File: src/rtl/uart_irq_pkg.sv
package uart_irq_pkg;
    localparam int NSRC   = 5;
    localparam int IDX_W  = $clog2(NSRC);
    localparam int CODE_W = 4;

    localparam logic [CODE_W-1:0] CODE_IDLE = 4'b0001;

    typedef enum logic [IDX_W-1:0] {
        SRC_LINE  = 3'd0,
        SRC_RXRDY = 3'd1,
        SRC_RXTMO = 3'd2,
        SRC_TXEMP = 3'd3,
        SRC_MODEM = 3'd4
    } src_e;

    function automatic logic [CODE_W-1:0] src_code(input logic [IDX_W-1:0] idx);
        case (idx)
            SRC_LINE:  src_code = 4'b0110;
            SRC_RXRDY: src_code = 4'b0100;
            SRC_RXTMO: src_code = 4'b1100;
            SRC_TXEMP: src_code = 4'b0010;
            default:   src_code = 4'b0000;
        endcase
    endfunction
endpackage

File: src/rtl/uart_irq_flags.sv
module uart_irq_flags #(
    parameter int N = 5
) (
    input  logic         clk,
    input  logic         rst,
    input  logic [N-1:0] set_i,
    input  logic [N-1:0] en_i,
    input  logic [N-1:0] clr_i,
    output logic [N-1:0] flags_o
);
    typedef struct packed {
        logic [N-1:0] flags;
    } flag_st_t;

    flag_st_t     st_d, st_q;
    logic [N-1:0] nxt;

    for (genvar i = 0; i < N; i++) begin : g_bit
        // set beats clear; disabled source drops its flag
        assign nxt[i] = en_i[i] & (set_i[i] | (st_q.flags[i] & ~clr_i[i]));
    end

    always_comb begin
        st_d       = st_q;
        st_d.flags = nxt;
    end

    always_ff @(posedge clk) begin
        if (rst) st_q <= '0;
        else     st_q <= st_d;
    end

    assign flags_o = st_q.flags;
endmodule

File: src/rtl/uart_irq_prio.sv
module uart_irq_prio
    import uart_irq_pkg::*;
#(
    parameter int N = NSRC
) (
    input  logic [N-1:0]      req_i,
    output logic [N-1:0]      grant_o,
    output logic [CODE_W-1:0] code_o
);
    localparam int IW = (N > 1) ? $clog2(N) : 1;

    logic [IW-1:0] win_idx;
    logic          hit;

    always_comb begin
        grant_o = '0;
        win_idx = '0;
        hit     = 1'b0;
        // scan from least to most urgent; the lowest index set wins
        for (int i = N - 1; i >= 0; i--) begin
            if (req_i[i]) begin
                grant_o    = '0;
                grant_o[i] = 1'b1;
                win_idx    = IW'(i);
                hit        = 1'b1;
            end
        end
        code_o = hit ? src_code(IDX_W'(win_idx)) : CODE_IDLE;
    end
endmodule

File: src/rtl/uart_irq_fmt.sv
module uart_irq_fmt
    import uart_irq_pkg::*;
(
    input  logic [CODE_W-1:0] code_i,
    input  logic              fifo_on_i,
    input  logic              fifo_deep_i,
    output logic [7:0]        byte_o
);
    always_comb begin
        byte_o                = '0;
        byte_o[CODE_W-1:0]    = code_i;
        byte_o[5]             = fifo_deep_i;
        byte_o[7:6]           = {2{fifo_on_i}};
    end
endmodule

File: src/rtl/uart_irq_ident.sv
module uart_irq_ident
    import uart_irq_pkg::*;
(
    input  logic            clk,
    input  logic            rst,
    input  logic [NSRC-1:0] src_set_i,
    input  logic [NSRC-1:0] src_en_i,
    input  logic            fifo_on_i,
    input  logic            fifo_deep_i,
    input  logic            rd_i,
    output logic [7:0]      rd_data_o,
    output logic            irq_o
);
    logic [NSRC-1:0]   flags_q;
    logic [NSRC-1:0]   pend;
    logic [NSRC-1:0]   grant;
    logic [NSRC-1:0]   clr;
    logic [CODE_W-1:0] code;

    uart_irq_flags #(.N(NSRC)) u_flags (
        .clk     (clk),
        .rst     (rst),
        .set_i   (src_set_i),
        .en_i    (src_en_i),
        .clr_i   (clr),
        .flags_o (flags_q)
    );

    assign pend = flags_q & src_en_i;

    uart_irq_prio #(.N(NSRC)) u_prio (
        .req_i   (pend),
        .grant_o (grant),
        .code_o  (code)
    );

    // the read clears only the source named in this cycle's byte
    assign clr = rd_i ? grant : '0;

    uart_irq_fmt u_fmt (
        .code_i      (code),
        .fifo_on_i   (fifo_on_i),
        .fifo_deep_i (fifo_deep_i),
        .byte_o      (rd_data_o)
    );

    assign irq_o = |pend;
endmodule

File: config.mk
export PLATFORM = sky130hd
export DESIGN_NAME = uart_irq_ident
export DESIGN_NICKNAME = d
export VERILOG_FILES = /design/src/rtl/uart_irq_pkg.sv /design/src/rtl/uart_irq_flags.sv /design/src/rtl/uart_irq_prio.sv /design/src/rtl/uart_irq_fmt.sv /design/src/rtl/uart_irq_ident.sv
export SDC_FILE = /design/constraint.sdc
export NUM_CORES = 1
export LEC_CHECK = 0
export ABC_AREA = 0
export BUFFER_PORTS_ARGS = -buffer_cell sky130_fd_sc_hd__buf_2
export CAP_MARGIN = 20
export CORE_AREA = 2 2 39 41
export DETAILED_ROUTE_END_ITERATION = 7
export DIE_AREA = 0 0 41 43
export PLACE_DENSITY = 0.57
export SYNTH_ARGS = -nofsm -noshare
export SYNTH_HDL_FRONTEND = slang
export SYNTH_SLANG_ARGS = --single-unit
File: constraint.sdc
create_clock -name clk -period 1.7 [get_ports clk]
set_input_delay 0.255 -clock clk [delete_from_list [all_inputs] [get_ports clk]]
set_output_delay 0.255 -clock clk [all_outputs]
set_load 0.1 [all_outputs]
## Word level (Yosys, flattened, before mapping)

Index checks and enable logic that the tools add are counted.

- Flip-flop bits (word level): 5
- Input bits: 15
- Logic and storage cells: 45

- Equality and inequality tests: 3
- Multiplexer cells: 18
- Bitwise gates (word level): 21
- Reduce and logical (&&, ||, !) cells: 2

Operators by type and width:

| kind | number |
|---|---|
| 2-to-1 mux 5 bit | 6 |
| one-hot mux 4 bit (4 select lines) | 1 |
| 2-to-1 mux 3 bit | 5 |
| AND 1 bit | 10 |
| == test 3 x 2 -> 1 bit, second input constant | 2 |
| AND 5 bit | 1 |
| 2-to-1 mux 1 bit | 5 |
| inverter 1 bit | 5 |
| OR 1 bit | 5 |
| OR reduction 5 bit | 1 |
| 2-to-1 mux 4 bit | 1 |
| == test 3 x 1 -> 1 bit, second input constant | 1 |
| zero test 3 bit | 1 |

## Logic depth before layout (Yosys ltp)

Gate-level depths: netlist of the first run.

- Depth after elaboration: 11
- Mapped depth: 3
- Gate-level depth less buffers: 3

## Modules after synthesis

From an unflattened synthesis of the first run, not the netlist that was laid out.

- Cell total of the unflattened synthesis: 47
- Area total of the unflattened synthesis: 406.6 um^2

Modules (own cells, without submodules):

| module | instances | cells each | area each (um^2) |
|---|---|---|---|
| uart_irq_flags | 1 | 16 | 185.2 |
| uart_irq_ident | 1 | 12 | 81.3 |
| uart_irq_prio | 1 | 10 | 76.3 |
| uart_irq_fmt | 1 | 9 | 63.8 |

## Worst setup path before layout of the first run

No wires, ideal clock.

- Kind: flip-flop to output port
- Start: register u_flags.st_q, in the netlist u_flags.flags_o[0]
- End: output port rd_data_o[1]
- Arrival: 3493 ps
- Data required time: 1445 ps
- Path slack: -2048 ps
- Stages on the path, launching flop included: 4
- Buffers on the path: 0
- Path through: dfxtp_1 a222oi_1 inv_1 o21ai_0

- Cells in the longest elaborated chain, start to end: 5

RTL lines:

| element | line | source |
|---|---|---|
| start, declared | uart_irq_flags.sv:15 | `flag_st_t st_d, st_q;` |
| start signal, assigned | uart_irq_flags.sv:30 | `else st_q <= st_d;` |
| AND 5 bit (*) | uart_irq_ident.sv:29 | `assign pend = flags_q & src_en_i;` |
| 2-to-1 mux 3 bit | uart_irq_prio.sv:21 | `if (req_i[i]) begin` |
| == test 3 x 2 -> 1 bit, or another cell as far along | uart_irq_pkg.sv:17 | `case (idx)` |
| one-hot mux 4 bit (4 select lines) | uart_irq_pkg.sv:17 |  |
| 2-to-1 mux 4 bit (*) | uart_irq_prio.sv:28 | `code_o = hit ? src_code(IDX_W'(win_idx)) : CODE_IDLE;` |
| end, declared | uart_irq_ident.sv:11 | `output logic [7:0] rd_data_o,` |

Every way passes the cells marked *; elsewhere a longest branch is shown, timed or not.

## Worst setup path after layout of the first run

- Start: register u_flags.st_q, in the netlist u_flags.flags_o[1]
- End: output port rd_data_o[0]

- Cells in the longest elaborated chain, start to end: 4

RTL lines:

| element | line |
|---|---|
| AND 5 bit | uart_irq_ident.sv:29 |
| 2-to-1 mux 1 bit (2 in a row) | uart_irq_prio.sv:21 |
| 2-to-1 mux 4 bit | uart_irq_prio.sv:28 |

No other way between the ends.

==> reports/results.ini, run 1 <==
[status]
status = finished, violations left
violations = setup timing

[synthesis]
ys_top_cells_by_area = dfxtp_1, o211a_1, buf_4
async_flop_share_pct = 0
synth_edf_count = 0
yosysMostFrequentCell = dfxtp_1
synth_seq_area_share_pct = 35.4
ys_ff_latch = 5
synth_cell_types = 15
synth_top_area_share_pct = 35.4
post-synth-top-area-cell = dfxtp_1
syn-num-nets = 47
synth_warnings = 0
syn_area_per_cell_um2 = 8.84
synth_flop_cell = dfxtp_1
syn-cell-area_um2 = 283
synthCells = 32
synthTopCellsByCount = dfxtp_1, buf_4, o211a_1

[grt]
top_usage_layer = met2
met2_usage_pct = 12.5
grt_first_pass_wirelength_um = 1070
met3_usage_pct = 7.85
grt_start_max_net_pins = 5
first_global_vias = 275
antenna_found_initial = 0
use_met1_pct = 11.5
overflow = 0
grtUsageTotal_pct = 9.43

[detailed_routing]
drt-vias-per-instance = 4.31
detail-route-antenna-nets = 0
vias = 302
wl_per_cell_um = 9.73
drt_pass1_iterations = 5
wirelength_um = 681
drc = 0
drt_iter0_drc = 20

[floorplanning]
dieArea_mm2 = 0.00176
start_util_pct = 20.4
num_rows = 14
io_pins = 24
fp.dieW_um = 41
die_y_um = 43
coreArea_mm2 = 0.00138

[min_path]
holdCritPathClass = in -> reg

[clock_network]
clockBufferDepth = 2
hold_buffers = 0
cts_sinks = 5
clk_pin_slew_ns = 0.04
tritoncts = built
root_buffer = clkbuf_4
htreeDepth = 1
clkLatencyLatePin_ns = 0.24
cts_buffers = 3

[setup_path]
crit_required_ns = 1.44
worstSetupStartpointType = flip-flop
crit_type = reg -> out
arrival_ns = 1.52
crit_fanout = 3
crit_path_end_kind = output pin

[layout]
diodes = 0
utilization_pct = 37.9
syn_to_final_growth_pct = 85.4
nNetsFinal = 70
largest_reg_flops = 5
final_area_um2 = 524
drive_above_1_share_pct = 59.3

[timing]
hold_viol = 0
fin_worst_skew_ns = 0.00336
clock.fmax_mhz = 565
fin_ws_ns = -0.0703
rsz0062_at_grt = true
period_minus_slack_ns = 1.77
maxSlewViolCount = 0
finalCritPeriodShare_pct = 104
finalSetupViolCount = 3

[place]
place_congestion = 0.763
portBuffers = 17
place_area_um2 = 442
dp_slack_ns = 0.0264
dp_hpwl_um = 542

[power_and_ir_drop]
peakVddDrop_v = 0.000451
p_switching_uw = 160
power_density_mw_per_mm2 = 842
p_leak_uw = 0.000282
power_frac_comb_pct = 40.7
power_uw = 441
seq_power_share_pct = 28.9
p_clk_share_pct = 30.4
netSwitchingFraction_pct = 36.3
p_int_uw = 281

[run]
maxCapViolCount = 0

what timing repair did:
| item | CTS | global route |
|---|---|---|
| pin swaps | 3 | 1 |
| endpoints found under the setup margin | 4 | 4 |
| setup buffers | 1 | 2 |
| resized for setup | 6 | 4 |
power groups by stage:
stage	clock network, uW	registers, uW	logic (uW)
6_report	134	127	180
5_1_grt	156	128	188
4_1_cts	141	127	169
3_5_place_dp	0	130	156
3_3_place_gp	0	129	155
2_1_floorplan	0	129	139
critical path, cell delays in order, from the launching register on:
cell and delay (ns):
dfxtp_2 0.32, a222oi_1 0.29, buf_4 0.18, nand2_4 0.05, buf_6 0.12, a21oi_4 0.13
buf_12 0.19
final cells by class:
cell class / count / area, um^2
clock buffers: 4 / 26.3
multi-input cells: 20 / 171
flip-flops and latches: 5 / 103
fillers: 143 / 860
repair buffers: 22 / 193
well taps: 16 / 20.0
inverters: 3 / 11.3
cells by family after synthesis:
kind of cell    Yosys count  share of synthesized area (%)
buf+inv                   7                           14.6
other cells               1                           1.33
compound gates           14                           39.8
flops                     5                           35.4
simple gates              5                           8.85
layout by cell type, fill, tap and decap left out:
| cell | count |
|---|---|
| buf_12 | 4 |
| inv_2 | 1 |
| buf_2 | 12 |
| buf_4 | 4 |
| nand2_1 | 2 |
| a222oi_1 | 1 |
| clkbuf_1 | 1 |
| o31a_1 | 1 |
| dfxtp_1 | 3 |
| dfxtp_2 | 2 |
| clkbuf_4 | 3 |
| o211a_1 | 4 |
| a21boi_0 | 3 |
| nand2_4 | 1 |
| o21ai_4 | 1 |
| inv_1 | 2 |
| a21o_2 | 1 |
| and3_1 | 1 |
| a22oi_1 | 1 |
| nor3b_1 | 1 |
| a21oi_1 | 1 |
| a21oi_4 | 1 |
| buf_6 | 2 |
| conb_1 | 1 |
final timing paths:
kind / from / end / slack [ns] / cells past startpoint
hold / removal: rst / u_flags.flags_o[0] / 0.18 / 2
setup / recovery: u_flags.flags_o[1] / rd_data_o[0] / -0.07 / 6
hold reg to reg: u_flags.flags_o[3] / u_flags.flags_o[3] / 0.65 / 2
setup reg to reg: u_flags.flags_o[1] / u_flags.flags_o[4] / 0.29 / 6
through the flow:
stage	std cells	setup TNS (ns)	hold WS, ns
4_1_cts	68	-0.371	0.177
5_1_grt	70	-0.428	0.174
6_report	70	-0.134	0.183
2_1_floorplan	32	-0.349	0.324
3_5_place_dp	63	0	0.430
3_3_place_gp	63	0	0.432
per-layer routing:
metal	wire length (um)	up-vias	part of all wire [%]
met5	0	-	0
met4	0	0	0
met3	70	0	10
met2	303	18	44
met1	307	129	45
li1	-	155	-
(Power assumes the default switching activity.)
==> run 2, diff against run 1 <==
--- a/config.mk
+++ b/config.mk
@@ -15,3 +15,4 @@
 export SYNTH_ARGS = -nofsm -noshare
 export SYNTH_HDL_FRONTEND = slang
 export SYNTH_SLANG_ARGS = --single-unit
+export TNS_END_PERCENT = 5
==> run 2 against run 1 <==
Compared with the run above: the run still ends with setup timing left; critical path type unchanged; combinational power fell by 7%; largest cell class unchanged; sequential share of layout area up 1.0 points; highest routed layer unchanged; total power shrank 1.9%; sequential cell count unchanged.
==> reports/results.ini, run 2 (synthesis gave the netlist of run 1 again) <==
[status]
status = finished, violations left  ; unchanged
violations = setup timing  ; unchanged

[clock_network]
cts_buffers = 3  ; unchanged
cts_post_setup_buffers_inserted = 0  ; was 1
clkLatencyLatePin_ns = 0.24  ; about the same
cts_sinks = 5  ; unchanged
htreeDepth = 1  ; unchanged
clk_pin_slew_ns = 0.04  ; about the same
root_buffer = clkbuf_4  ; unchanged
tritoncts = built  ; unchanged
hold_buffers = 0  ; unchanged
clockBufferDepth = 2  ; unchanged

[power_and_ir_drop]
p_leak_uw = 0.000270  ; was 0.000282 uW
p_int_uw = 273  ; was 281 uW
seq_power_share_pct = 29.4  ; was 28.9%
power_frac_comb_pct = 38.8  ; was 40.7%
power_uw = 433  ; was 441 uW
p_switching_uw = 160  ; about the same
netSwitchingFraction_pct = 37.0  ; was 36.3%
power_density_mw_per_mm2 = 870  ; was 842 mW/mm^2
peakVddDrop_v = 0.000363  ; was 0.000451 V
p_clk_share_pct = 31.9  ; was 30.4%

[grt]
grt_start_max_net_pins = 5  ; unchanged
grtUsageTotal_pct = 8.94  ; was 9.43%
grt_first_pass_wirelength_um = 986  ; was 1070 um
first_global_vias = 281  ; was 275
overflow = 0  ; unchanged
antenna_found_initial = 0  ; unchanged

[floorplanning]
dieArea_mm2 = 0.00176  ; unchanged
die_y_um = 43  ; unchanged
start_util_pct = 20.4  ; unchanged
fp.dieW_um = 41  ; unchanged
num_rows = 14  ; unchanged
io_pins = 24  ; unchanged
coreArea_mm2 = 0.00138  ; unchanged

[setup_path]
reg2reg_to = u_flags.flags_o[3]  ; was u_flags.flags_o[4]
crit_fanout = 3  ; unchanged
worstSetupStartpointType = flip-flop  ; unchanged
cp-startpoint = u_flags.flags_o[0]  ; was u_flags.flags_o[1]
r2r_start = u_flags.flags_o[0]  ; was u_flags.flags_o[1]
crit_required_ns = 1.44  ; about the same
arrival_ns = 1.56  ; was 1.52 ns
crit_path_end_kind = output pin  ; unchanged
reg2reg_depth = 4  ; was 6
endpoint = irq_o  ; was rd_data_o[0]
crit_type = reg -> out  ; unchanged
r2r_setup_slack_ns = 0.42  ; was 0.29 ns

[layout]
largest_reg_flops = 5  ; unchanged
nNetsFinal = 68  ; was 70
multi_input_area_um2 = 164  ; was 171 um^2
n_fill_cell = 152  ; was 143
regArea_um2 = 103  ; unchanged
mostFrequentLayoutCells = buf_2, o211a_1, buf_12  ; was buf_2, o211a_1, buf_12, buf_4
syn_to_final_growth_pct = 76.1  ; was 85.4%
drive_above_1_share_pct = 55.8  ; was 59.3%
diodes = 0  ; unchanged
mostFrequentLayoutCell = buf_2  ; unchanged

[timing]
period_minus_slack_ns = 1.82  ; was 1.77 ns
rsz0062_at_grt = true  ; unchanged
holdWs_ns = 0.180  ; was 0.183 ns
finalSetupViolCount = 3  ; unchanged
finalCritPeriodShare_pct = 107  ; was 104%
maxSlewViolCount = 0  ; unchanged
fin_worst_skew_ns = 0.00312  ; was 0.00336 ns
hold_viol = 0  ; unchanged
clock.fmax_mhz = 550  ; was 565 MHz
fin_ws_ns = -0.118  ; was -0.0703 ns
setup_tns_ns = -0.257  ; was -0.134 ns

[detailed_routing]
detail-route-antenna-nets = 0  ; unchanged
drt_pass1_iterations = 4  ; was 5
wirelength_um = 648  ; was 681 um
drc = 0  ; unchanged
drt_iter0_drc = 1  ; was 20
drt-vias-per-instance = 4.44  ; was 4.31
vias = 302  ; unchanged
wl_per_cell_um = 9.53  ; was 9.73 um

[place]
dp_hpwl_um = 541  ; was 542 um
portBuffers = 17  ; unchanged
place_congestion = 0.667  ; was 0.763

[run]
maxCapViolCount = 0  ; unchanged

[min_path]
holdCritPathClass = in -> reg  ; unchanged

-- run 2: area by class of cell --
cell class	count	area share, %
timing repair buffer	20	34.9
multi-input combinational	20	32.9
sequential	5	20.6
clock buffer	4	5.28
tap	16	4.02
inverter	3	2.26
-- run 2: timing repair --
item / in CTS / in global routing
pin swaps: 3 / 2
gates resized for setup: 4 / 3
gates cloned: 0 / 0
endpoints found under the setup margin: 4 / 4
-- run 2: how the worst min path moves through the flow --
stage                         end  slack [ns]  cells after the start  start
6_report       u_flags.flags_o[0]        0.18                      2    rst
5_1_grt        u_flags.flags_o[0]        0.18                      2    rst
4_1_cts        u_flags.flags_o[0]        0.17                      2    rst
3_5_place_dp   u_flags.flags_o[0]        0.44                      2    rst
3_3_place_gp   u_flags.flags_o[0]        0.43                      2    rst
2_1_floorplan  u_flags.flags_o[0]        0.32                      1    rst
-- run 2: through the flow --
stage	cells	worst slack (ns)	cell area [um^2]	utilization, %
final	68	-0.118	498	36.0
after global routing	68	-0.235	498	36.0
after CTS	68	-0.161	488	35.3
after detailed placement	64	-0.0332	449	32.5
after global placement	64	-0.0193	449	32.5
after floorplan	32	-0.286	307	-
-- run 2: critical path: stages, from the launching register on --
cell	delay, ns
dfxtp_2	0.31
a222oi_1	0.40
nand2_1	0.20
a21o_2	0.24
buf_12	0.16
-- run 2: power by group through the flow --
stage               Sequential, uW  Combinational [uW]  Clock, uW
finish                         127                 168        138
global route                   127                 175        159
CTS                            127                 164        147
detailed placement             129                 156          0
global placement               129                 156          0
floorplan                      129                 139          0
-- run 2: layer usage --
layer | part of all wire, % | track usage, % | up-vias
met5 | 0 | 0 | -
met4 | 0 | 4.00 | 0
met3 | 15 | 7.85 | 0
met2 | 51 | 14.4 | 14
met1 | 34 | 7.10 | 135
li1 | - | - | 153
==> run 3, diff against run 2 <==
==> constraint.sdc (replaced) <==
create_clock -name clk -period 1.7 [get_ports clk]
set_input_delay 0.255 -clock clk [delete_from_list [all_inputs] [get_ports clk]]
set_output_delay 0.255 -clock clk [all_outputs]
set_load 0.05 [all_outputs]
==> run 3 against run 2 <==
Compared with the run above: the flow still finishes with violations (setup timing); clock power is essentially flat; combinational power is 40% lower; wire length fell by 1.4%; first-iteration DRC count rose to 8.0 times the previous value; critical path depth did not move; largest cell class is now multi-input combinational cells; largest power group is now clock.
==> reports/results.ini, run 3 (synthesis gave the netlist of run 1 again) <==
[status]
status = finished, violations left  ; unchanged
violations = setup timing  ; unchanged

[layout]
syn_to_final_growth_pct = 48.2  ; was 76.1%
diodes = 0  ; unchanged
mostFrequentLayoutCells = buf_2, o211a_1, dfxtp_1  ; was buf_2, o211a_1, buf_12
mostFrequentLayoutCell = buf_2  ; unchanged
nNetsFinal = 66  ; was 68
fin_cells = 66  ; was 68
drive_above_1_share_pct = 50.0  ; was 55.8%
utilization_pct = 30.3  ; was 36.0%
final_area_um2 = 419  ; was 498 um^2
largest_reg_flops = 5  ; unchanged

[setup_path]
r2r_setup_slack_ns = 0.43  ; was 0.42 ns
crit_path_end_kind = output pin  ; unchanged
worstSetupStartpointType = flip-flop  ; unchanged
crit_required_ns = 1.44  ; about the same
crit_fanout = 3  ; unchanged
crit_type = reg -> out  ; unchanged
arrival_ns = 1.52  ; was 1.56 ns

[run]
maxCapViolCount = 0  ; unchanged

[clock_network]
clockBufferDepth = 2  ; unchanged
clkLatencyLatePin_ns = 0.24  ; about the same
hold_buffers = 0  ; unchanged
cts_sinks = 5  ; unchanged
root_buffer = clkbuf_4  ; unchanged
cts_buffers = 3  ; unchanged
tritoncts = built  ; unchanged
htreeDepth = 1  ; unchanged
cts_post_setup_buffers_inserted = 0  ; unchanged
clk_pin_slew_ns = 0.04  ; about the same

[place]
portBuffers = 17  ; unchanged
dp_slack_ns = 0.0660  ; was -0.0332 ns
place_area_um2 = 373  ; was 449 um^2
dp_hpwl_um = 530  ; was 541 um
dp.cells = 62  ; was 64
place_congestion = 0.734  ; was 0.667

[floorplanning]
fp.dieW_um = 41  ; unchanged
num_rows = 14  ; unchanged
coreArea_mm2 = 0.00138  ; unchanged
io_pins = 24  ; unchanged
dieArea_mm2 = 0.00176  ; unchanged
die_y_um = 43  ; unchanged
start_util_pct = 20.4  ; unchanged

[timing]
fin_worst_skew_ns = 0.00148  ; was 0.00312 ns
rsz0062_at_grt = true  ; unchanged
finalCritPeriodShare_pct = 104  ; was 107%
finalSetupViolCount = 2  ; was 3
hold_viol = 0  ; unchanged
holdWs_ns = 0.175  ; was 0.180 ns
period_minus_slack_ns = 1.78  ; was 1.82 ns
fin_ws_ns = -0.0753  ; was -0.118 ns
clock.fmax_mhz = 563  ; was 550 MHz
maxSlewViolCount = 0  ; unchanged

[detailed_routing]
drt_iter0_drc = 8  ; was 1
wirelength_um = 639  ; was 648 um
detail-route-antenna-nets = 0  ; unchanged
wl_per_cell_um = 9.68  ; was 9.53 um
drt_pass1_iterations = 4  ; unchanged
drc = 0  ; unchanged
drt-vias-per-instance = 4.29  ; was 4.44
vias = 283  ; was 302

[grt]
first_global_vias = 251  ; was 281
grtUsageTotal_pct = 8.32  ; was 8.94%
overflow = 0  ; unchanged
antenna_found_initial = 0  ; unchanged
grt_start_max_net_pins = 5  ; unchanged
grt_first_pass_wirelength_um = 938  ; was 986 um

[min_path]
holdCritPathClass = in -> reg  ; unchanged

[power_and_ir_drop]
power_density_mw_per_mm2 = 870  ; about the same
peakVddDrop_v = 0.000472  ; was 0.000363 V
p_leak_uw = 0.000247  ; was 0.000270 uW

[run 3: cell types whose count changed in the layout (fill, tap and decap cells not counted), sizes merged]
cell	change
buf	-2
[run 3: stage by stage]
step	total power, uW	setup TNS (ns)
after floorplan	210	-0.136
after global placement	219	0
after detailed placement	220	0
after CTS	373	-0.122
after global routing	388	-0.259
final	365	-0.0945
[run 3: worst paths after layout]
path	startpoint	cells after the start	endpoint
worst max-delay path	u_flags.flags_o[0]	4	irq_o
worst min-delay path	rst	2	u_flags.flags_o[0]
worst max register to register	u_flags.flags_o[0]	3	u_flags.flags_o[4]
worst min register to register	u_flags.flags_o[0]	3	u_flags.flags_o[0]
[run 3: final cells by class]
cell class / count / area, um^2
fill: 149 / 965
multi-input combinational: 20 / 149
timing repair buffer: 18 / 111
inverter: 3 / 11.3
sequential: 5 / 101
clock buffer: 4 / 26.3
tap: 16 / 20.0
[run 3: critical path, cell delays in order (launching register included)]
cell and delay, ns:
dfxtp_2 0.31, a222oi_1 0.41, nand2_1 0.18, a21o_2 0.23
buf_6 0.15
[run 3: timing repair]
action | 4_1_cts | 5_1_grt
pin swaps | 2 | 0
gates resized for setup | 5 | 2
setup endpoints to repair | 3 | 3
[run 3: layer usage]
layer	track usage, %	vias to the layer above	wire length, um
met5	0	-	0
met4	2.00	0	0
met3	7.85	0	84
met2	11.9	17	279
met1	8.65	118	275
li1	-	148	-
[run 3: where the power goes]
| part | switching (uW) | total (uW) | internal [uW] | leakage, uW |
|---|---|---|---|---|
| logic | 62.0 | 100 | 38.0 | 0.000191 |
| clock network | 49.0 | 138 | 88.7 | 0.0000150 |
| registers | 3.33 | 127 | 123 | 0.0000415 |
